==> src/rtl/twbr_pkg.sv <==
package twbr_pkg;

    typedef enum logic [1:0] {
        OWN_IDLE   = 2'd0,
        OWN_M      = 2'd1,
        OWN_S      = 2'd2,
        OWN_SETTLE = 2'd3
    } own_state_e;

    typedef enum logic {
        SIDE_M = 1'b0,
        SIDE_S = 1'b1
    } side_e;

    typedef struct packed {
        logic sda_m;
        logic sda_s;
        logic scl_m;
        logic scl_s;
    } lines_t;

    localparam int LINE_COUNT = $bits(lines_t);

    function automatic int max_int(input int a, input int b);
        return (a > b) ? a : b;
    endfunction

    function automatic int cnt_bits(input int limit);
        return (limit < 1) ? 1 : $clog2(limit + 1);
    endfunction

endpackage

==> src/rtl/twbr_sync.sv <==
module twbr_sync #(
    parameter int WIDTH  = 4,
    parameter int STAGES = 2
) (
    input  logic             clk,
    input  logic             rst,
    input  logic [WIDTH-1:0] d,
    output logic [WIDTH-1:0] q
);
    logic [WIDTH-1:0] stage_q [STAGES];

    generate
        for (genvar g = 0; g < STAGES; g++) begin : g_stage
            always_ff @(posedge clk) begin
                if (rst) begin
                    stage_q[g] <= '1;
                end else if (g == 0) begin
                    stage_q[g] <= d;
                end else begin
                    stage_q[g] <= stage_q[(g == 0) ? 0 : g - 1];
                end
            end
        end
    endgenerate

    assign q = stage_q[STAGES-1];
endmodule

==> src/rtl/twbr_link_gate.sv <==
module twbr_link_gate
    import twbr_pkg::*;
#(
    parameter int IDLE_CYCLES = 8
) (
    input  logic clk,
    input  logic rst,
    input  logic req,
    input  logic idle,
    output logic on
);
    localparam int CW = cnt_bits(IDLE_CYCLES);
    localparam logic [CW-1:0] CNT_MAX = CW'(IDLE_CYCLES);

    logic [CW-1:0] idle_cnt;
    logic          on_q;
    logic          quiet;

    assign quiet = idle && (idle_cnt == CNT_MAX);

    always_ff @(posedge clk) begin
        if (rst) begin
            idle_cnt <= '0;
            on_q     <= 1'b0;
        end else begin
            if (!idle) begin
                idle_cnt <= '0;
            end else if (idle_cnt != CNT_MAX) begin
                idle_cnt <= idle_cnt + 1'b1;
            end
            if (quiet && (req != on_q)) begin
                on_q <= req;
            end
        end
    end

    assign on = on_q;
endmodule

==> src/rtl/twbr_data_lock.sv <==
module twbr_data_lock
    import twbr_pkg::*;
#(
    parameter int SYNC_STAGES  = 2,
    parameter int GUARD_CYCLES = 4,
    parameter int HOLD_CYCLES  = 4
) (
    input  logic clk,
    input  logic rst,
    input  logic clear,
    input  logic m_low,
    input  logic s_low,
    output logic pull_m,
    output logic pull_s
);
    localparam int GUARD_EFF = max_int(GUARD_CYCLES, SYNC_STAGES + 1);
    localparam int GW        = cnt_bits(GUARD_EFF);
    localparam int HW        = cnt_bits(HOLD_CYCLES);
    localparam logic [GW-1:0] GUARD_LOAD = GW'(GUARD_EFF - 1);
    localparam logic [HW-1:0] HOLD_LOAD  = HW'(HOLD_CYCLES);

    own_state_e    state_q, state_d;
    side_e         prev_q, prev_d;
    logic [GW-1:0] guard_q, guard_d;
    logic [HW-1:0] hold_q, hold_d;
    logic          former_low, other_low;

    assign former_low = (prev_q == SIDE_M) ? m_low : s_low;
    assign other_low  = (prev_q == SIDE_M) ? s_low : m_low;

    always_comb begin
        state_d = state_q;
        prev_d  = prev_q;
        guard_d = guard_q;
        hold_d  = hold_q;
        unique case (state_q)
            OWN_IDLE: begin
                hold_d = '0;
                if (m_low) begin
                    state_d = OWN_M;
                end else if (s_low) begin
                    state_d = OWN_S;
                end
            end
            OWN_M, OWN_S: begin
                if (hold_q != '0) begin
                    hold_d = hold_q - 1'b1;
                end else if ((state_q == OWN_M) ? !m_low : !s_low) begin
                    state_d = OWN_SETTLE;
                    prev_d  = (state_q == OWN_M) ? SIDE_M : SIDE_S;
                    guard_d = GUARD_LOAD;
                end
            end
            OWN_SETTLE: begin
                if (former_low) begin
                    state_d = (prev_q == SIDE_M) ? OWN_M : OWN_S;
                    hold_d  = '0;
                end else if (guard_q == '0) begin
                    if (other_low) begin
                        state_d = (prev_q == SIDE_M) ? OWN_S : OWN_M;
                        hold_d  = HOLD_LOAD;
                    end else begin
                        state_d = OWN_IDLE;
                    end
                end else begin
                    guard_d = guard_q - 1'b1;
                end
            end
            default: state_d = OWN_IDLE;
        endcase
    end

    always_ff @(posedge clk) begin
        if (rst || clear) begin
            state_q <= OWN_IDLE;
            prev_q  <= SIDE_M;
            guard_q <= '0;
            hold_q  <= '0;
        end else begin
            state_q <= state_d;
            prev_q  <= prev_d;
            guard_q <= guard_d;
            hold_q  <= hold_d;
        end
    end

    assign pull_s = (state_q == OWN_M);
    assign pull_m = (state_q == OWN_S);
endmodule

==> src/rtl/twbus_repeater.sv <==
module twbus_repeater
    import twbr_pkg::*;
#(
    parameter int SYNC_STAGES  = 2,
    parameter int IDLE_CYCLES  = 8,
    parameter int GUARD_CYCLES = 4,
    parameter int HOLD_CYCLES  = 4
) (
    input  logic clk,
    input  logic rst,
    input  logic link_en,
    input  logic scl_dir,
    input  logic sda_m_in,
    input  logic sda_s_in,
    input  logic scl_m_in,
    input  logic scl_s_in,
    output logic sda_m_pull,
    output logic sda_s_pull,
    output logic scl_m_pull,
    output logic scl_s_pull
);
    lines_t raw_lines;
    lines_t sync_lines;
    logic   en_on;
    logic   idle_now;
    logic   lock_pull_m, lock_pull_s;

    assign raw_lines = '{sda_m: sda_m_in, sda_s: sda_s_in,
                         scl_m: scl_m_in, scl_s: scl_s_in};

    twbr_sync #(.WIDTH(LINE_COUNT), .STAGES(SYNC_STAGES)) u_sync (
        .clk (clk),
        .rst (rst),
        .d   (raw_lines),
        .q   (sync_lines)
    );

    assign idle_now = &sync_lines;

    twbr_link_gate #(.IDLE_CYCLES(IDLE_CYCLES)) u_gate (
        .clk  (clk),
        .rst  (rst),
        .req  (link_en),
        .idle (idle_now),
        .on   (en_on)
    );

    twbr_data_lock #(
        .SYNC_STAGES  (SYNC_STAGES),
        .GUARD_CYCLES (GUARD_CYCLES),
        .HOLD_CYCLES  (HOLD_CYCLES)
    ) u_lock (
        .clk    (clk),
        .rst    (rst),
        .clear  (!en_on),
        .m_low  (!sync_lines.sda_m),
        .s_low  (!sync_lines.sda_s),
        .pull_m (lock_pull_m),
        .pull_s (lock_pull_s)
    );

    assign sda_m_pull = en_on && lock_pull_m;
    assign sda_s_pull = en_on && lock_pull_s;
    assign scl_s_pull = en_on && !scl_dir && !sync_lines.scl_m;
    assign scl_m_pull = en_on &&  scl_dir && !sync_lines.scl_s;
endmodule

==> config.mk <==
export PLATFORM = sky130hd
export DESIGN_NAME = twbus_repeater
export DESIGN_NICKNAME = d
export VERILOG_FILES = /design/src/rtl/twbr_pkg.sv /design/src/rtl/twbr_sync.sv /design/src/rtl/twbr_link_gate.sv /design/src/rtl/twbr_data_lock.sv /design/src/rtl/twbus_repeater.sv
export SDC_FILE = /design/constraint.sdc
export NUM_CORES = 1
export LEC_CHECK = 0
export ABC_CLOCK_PERIOD_IN_PS = 1750
export CORE_ASPECT_RATIO = 0.75
export CORE_UTILIZATION = 55
export DETAILED_ROUTE_END_ITERATION = 8
export DONT_BUFFER_PORTS = 1
export GPL_TIMING_DRIVEN = 0
export PLACE_DENSITY = 0.73
export SETUP_SLACK_MARGIN = 0.5
export SKIP_CTS_REPAIR_TIMING = 1
export SLEW_MARGIN = 30
export SYNTH_ARGS = -nofsm -noshare
export SYNTH_HDL_FRONTEND = slang
export SYNTH_SLANG_ARGS = --single-unit
==> constraint.sdc <==
create_clock -name clk -period 1.75 [get_ports clk]
set_input_delay 0.35 -clock clk [delete_from_list [all_inputs] [get_ports clk]]
set_output_delay 0.35 -clock clk [all_outputs]
set_load 0.005 [all_outputs]
**Yosys cells after proc, flatten, opt, wreduce, memory -nomap -nowiden**

Memory sizes are Yosys's and may differ from the RTL's.
Index checks and enable logic that the tools add are counted.

- Logic and storage cells: 83
- Memory bits (writable): 8
- Bits in registers: 14
- Memories: 1
- Input bits: 8

Memories:

| memory | words | bits a word | rd ports | clocked after Yosys merged registers in | write ports | line | source |
|---|---|---|---|---|---|---|---|
| u_sync.stage_q | 2 | 4 | 2 | 0 | 2 | twbr_sync.sv:10 | `logic [WIDTH-1:0] stage_q [STAGES];` |

- Equal/unequal tests: 14
- Reduce and logical (&&, ||, !) cells: 26
- Add/subtract/negate cells: 3
- Bitwise operators: 4
- Multiplexer cells: 29

Operators by type and width:

| kind | count |
|---|---|
| 3-bit two-way mux | 8 |
| 2-bit two-way mux | 9 |
| 3-bit one-hot mux with 3 select lines | 1 |
| 1-bit logical AND | 8 |
| 4-bit two-way mux | 2 |
| 4-bit AND reduction | 2 |
| 1-bit two-way mux | 7 |
| 1-bit logical NOT | 6 |
| 2-bit inequality test (second input constant) | 3 |
| 3-bit by 1-bit inequality test with 1-bit output (second input constant) | 2 |
| 2-bit one-hot mux with 3 select lines | 1 |
| 3-bit one-hot mux with 2 select lines | 1 |
| 3-bit AND reduction | 2 |
| 3-bit by 1-bit subtractor with 3-bit output (second input constant) | 2 |
| 5-bit AND reduction | 1 |
| 4-bit by 1-bit adder with 4-bit output (second input constant) | 1 |
| 2-bit == test (second input constant) | 2 |
| 4-bit == test (second input constant) | 1 |
| 2-bit by 1-bit inequality test with 1-bit output (second input constant) | 2 |
| 4-bit inequality test (second input constant) | 1 |
| 2-bit OR reduction | 2 |
| 3-bit logical NOT | 1 |
| 3-bit inequality test (second input constant) | 1 |
| 3-bit nonzero test | 1 |
| 7 further kinds | 9 |

**Depth between registers and ports, before layout**

- Depth in word-level cells: 6
- Mapped depth: 7
- Depth with buffers taken out: 7

**By module**

From an unflattened synthesis, not the netlist that was laid out.

- Cell total of the unflattened synthesis: 134
- Area, all modules: 1243.7 µm²

Modules (own cells, without submodules):

| module | times used | area each (µm²) | cells each | sequential area each (µm²) |
|---|---|---|---|---|
| twbr_data_lock | 1 | 698.2 | 84 | 180.2 |
| twbr_link_gate | 1 | 279.0 | 26 | 100.1 |
| twbr_sync | 1 | 210.2 | 16 | 160.2 |
| twbus_repeater | 1 | 56.3 | 8 | 0.0 |

**Worst setup path before layout**

No wires, ideal clock.

- Kind: reg-to-reg
- Start: register u_lock.state_q[0]
- End: register u_lock.hold_q[0]
- Buffers on the path: 0
- Stages on the path, launching flop included: 7
- Slack: 78 ps
- Arrival time: 1547 ps
- Setup time: 124 ps
- Cells stage by stage: dfxtp_1 -> inv_1 -> ha_1 -> a32o_1 -> a31oi_2 -> mux2i_1 -> nor2_1

- Longest elaborated chain between the ends: 4

Ends and longest elaborated chain:

| what | line | source |
|---|---|---|
| start: declaration | twbr_data_lock.sv:22 | `own_state_e state_q, state_d;` |
| start signal: assignment | twbr_data_lock.sv:80 | `state_q <= state_d;` |
| 2-bit == test or 2-bit by 1-bit == test with 1-bit output (tied branches) | twbr_data_lock.sv:36 | `unique case (state_q)` |
| 2-bit OR reduction | twbr_data_lock.sv:36 |  |
| 2-bit by 1-bit inequality test with 1-bit output (no source line) | - |  |
| 3-bit AND reduction (no source line) | - |  |
| end signal: assignment | twbr_data_lock.sv:83 | `hold_q <= hold_d;` |
| end: declaration | twbr_data_lock.sv:25 | `logic [HW-1:0] hold_q, hold_d;` |

Several ways; a longest one is shown, not always the timed one.
A chain may end at the register's enable or synchronous reset.

**Worst setup path in the final report**

- Start: register u_lock.state_q[1]
- End: register u_lock.hold_q[1]

Same word-level chain as after synthesis.

==> flow_metrics.tcl <==
set metrics [dict create \
    outcome "finished, final reports clean" \
    fin_util 0.7267 \
    crit_path_max_fanout 6 \
    gr-total-overflow 0 \
    ctsHtreeMaxLevel 1 \
    synth_cell_types 35 \
    yosysTopAreaCell "dfxtp_1" \
    routed_wl_mm 2.450 \
    synth.top_cell.area_share 0.3721 \
    rsz0062_at_grt "yes" \
    core_sq_mm 0.002014 \
    power_density_mw_per_mm2 578.2 \
    post-route-period-util 0.9260 \
    maxCapViolations 0 \
    critPathBufInv 1 \
    synth_fp_nets 149 \
    synth-compound-area-share 0.1321 \
    start_kind "flop" \
    p_leak_nw 0.5740 \
    synthXorXnorAreaFrac 0.02220 \
    synth.mux.area_fraction 0.06871 \
    initial_core_util 0.5876 \
    peakVddDrop_v 0.0007066 \
    seq_area_frac_synth 0.3721 \
    worst_setup_path_end_kind "flop" \
    clk_pin_slew_ns 0.12 \
    placement.io_buffers 0 \
    die_x_microns 55.57 \
    drc_errors 0 \
    postSynthCellCount 128 \
    synth_area_leaders "dfxtp_1 37%, ha_1 14%, mux2i_1 5.9%" \
    fillers 156 \
    synth_simple_gate_area_frac 0.2188 \
    fin_setup_tns_ns 0 \
    vias_per_cell 5.629 \
    max_slew.worst_pin.slew_ns 0.3904 \
    placed_cell_area_sq_mm 0.001284 \
    row_count 14 \
    fmax_mhz 617.1 \
    setup_ws_ns 0.1295 \
    drt-initial-drc-count 26 \
    critPathTopFamily "compound AO/OA/AOI/OAI gates" \
    cts_sinks 22 \
    clock_path_buffers 2 \
    stdcell_count 159 \
    ys_warn_count 0 \
    crit_chain "inv_6, ha_4, a32o_2, a31oi_4, mux2i_1, nor2_1" \
    clkLatencyLatePin_ns 0.31 \
    wire_per_inst_microns 15.41 \
    grt_max_degree 13 \
    vias 895 \
    numCtsBuffers 3 \
    synth-main-ff-cell "dfxtp_1" \
    cp.arrival_ns 1.81 \
    synth_edf_count 0 \
    diodes 0 \
    hold_viol 0 \
    dp_hpwl_mm 1.632 \
    cts_root_buffer "clkbuf_4" \
    period_needed_ns 1.621 \
    clock_skew_ns 0.004963 \
    path_class "flop to flop" \
    ys_ff_latch 22 \
    die_y_microns 42.18 \
    fin_area_sq_mm 0.001464 \
    syn_area_sq_mm 0.001184 \
    synth_common_cells "22 x dfxtp_1, 16 x nor2_1, 13 x ha_1, 12 x inv_1, 9 x or2_2" \
    synth_top_family_by_area "simple AND/OR/NAND/NOR gates" \
    grt.total_usage 0.2041 \
    synth_fa_ha_area_frac 0.1374 \
    place_congestion 0.7751 \
    pin_count 12 \
    maxSlewViolCount 0 \
    syn_area_per_cell_sq_um 9.247 \
    placedCellCount 152 \
    slowest_stage "dfxtp_4" \
    synthArstFlopShare 0 \
    fin_nets 157 \
    grt_pass1_vias 838 \
    grt_antenna_before_repair 0 \
    min_path_type "input pin to flop" \
    syn_to_final_growth_pct 23.68 \
    finalSetupViolCount 0 \
    yosysMostFrequentCell "dfxtp_1" \
    tritoncts "yes" \
    drive_above_1_share 0.4296 \
    dieArea_sq_mm 0.002343 \
    slew_headroom 0.7398 \
    grt_pass1_wl_mm 3.677 \
    ant_nets 0 \
    required_ns 1.94 \
    cpPeakStageDelay_ns 0.41 \
    pre_cts_ws_ns 0.1864 \
    dr.pass1.iters 4 \
]
## flip-flops by register name, indices dropped and copies added, names as in the netlist
register / count
u_gate.idle_cnt: 4
u_lock.hold_q: 3
u_lock.state_q: 2
u_lock.prev_q: 1
u_lock.guard_q: 3
u_sync.stage_q: 8
u_gate.on: 1
## placed cells by master (no fill, tap or decap), types with 2 or more instances in the layout
master    count
nand3_1       3
dfxtp_2       5
nor2_1       16
ha_1          5
mux2i_4       2
xor2_1        2
inv_2         5
ha_2          2
inv_1         5
nand2_1       5
o21ai_0       2
a211oi_1      2
dfxtp_1      13
dfxtp_4       4
and2_4        2
clkbuf_4      4
nand2b_1      2
mux2i_1       5
ha_4          6
a21oi_1       3
or2_2         8
buf_4         3
## cell families (layout without fill, tap and decap cells)
| logic type | Yosys count | count (layout) |
|---|---|---|
| buffers and inverters | 15 | 22 |
| AOI/OAI and AO/OA | 18 | 18 |
| adders and majority gates | 13 | 13 |
| DFF | 22 | 22 |
| muxes | 8 | 8 |
| xor gates and xnor gates | 3 | 3 |
| and+or+nand+nor | 49 | 49 |
## worst reg2reg max path: stages (launching register included)
cell and delay [ns]:
dfxtp_4 0.41, inv_6 0.06, ha_4 0.27, a32o_2 0.24
a31oi_4 0.21, mux2i_1 0.24, nor2_1 0.07
## final cells by class
cell class / instances / area [sq um] / area share
multi-input cells: 91 / 845.8 / 0.5778
flip-flops and latches: 22 / 461.7 / 0.3154
inverters: 12 / 52.55 / 0.03590
clock buffers: 4 / 36.28 / 0.02479
well taps: 24 / 30.03 / 0.02051
repair buffers: 3 / 22.52 / 0.01538
plain buffers: 3 / 15.01 / 0.01026
## path summary, 6_finish.rpt
path,cells after the start,endpoint,slack [ns],start
hold reg to reg,1,u_sync.stage_q[1][0],0.42,u_sync.stage_q[0][0]
setup / recovery,6,u_lock.hold_q[1],0.13,u_lock.state_q[1]
setup reg to reg,6,u_lock.hold_q[1],0.13,u_lock.state_q[1]
hold / removal,1,u_sync.stage_q[0][0],0.14,scl_s_in
## layer usage
layer,up-vias,wire (microns),GRT usage
li1,449,-,-
met1,419,1085,0.2664
met2,23,1217,0.3157
met3,4,121,0.07407
met4,0,26,0.06500
met5,-,0,0
## per-stage QoR
| stage | hold WS, ns | power [W] |
|---|---|---|
| global placement | 0.3916 | 0.0005673 |
| floorplan | 0.3895 | 0.0005616 |
| CTS | 0.1286 | 0.0008457 |
| finish | 0.1371 | 0.0008464 |
| global route | 0.1215 | 0.0008895 |
| detailed placement | 0.3972 | 0.0005701 |
## report_power, final
part / internal [W] / total, W / leakage, nW / switching, W
logic: 0.0000260 / 0.0000515 / 0.369 / 0.0000255
registers: 0.000509 / 0.000519 / 0.184 / 0.0000103
clock network: 0.000127 / 0.000276 / 0.0210 / 0.000148
No activity file was read; power rests on OpenSTA's default activity.
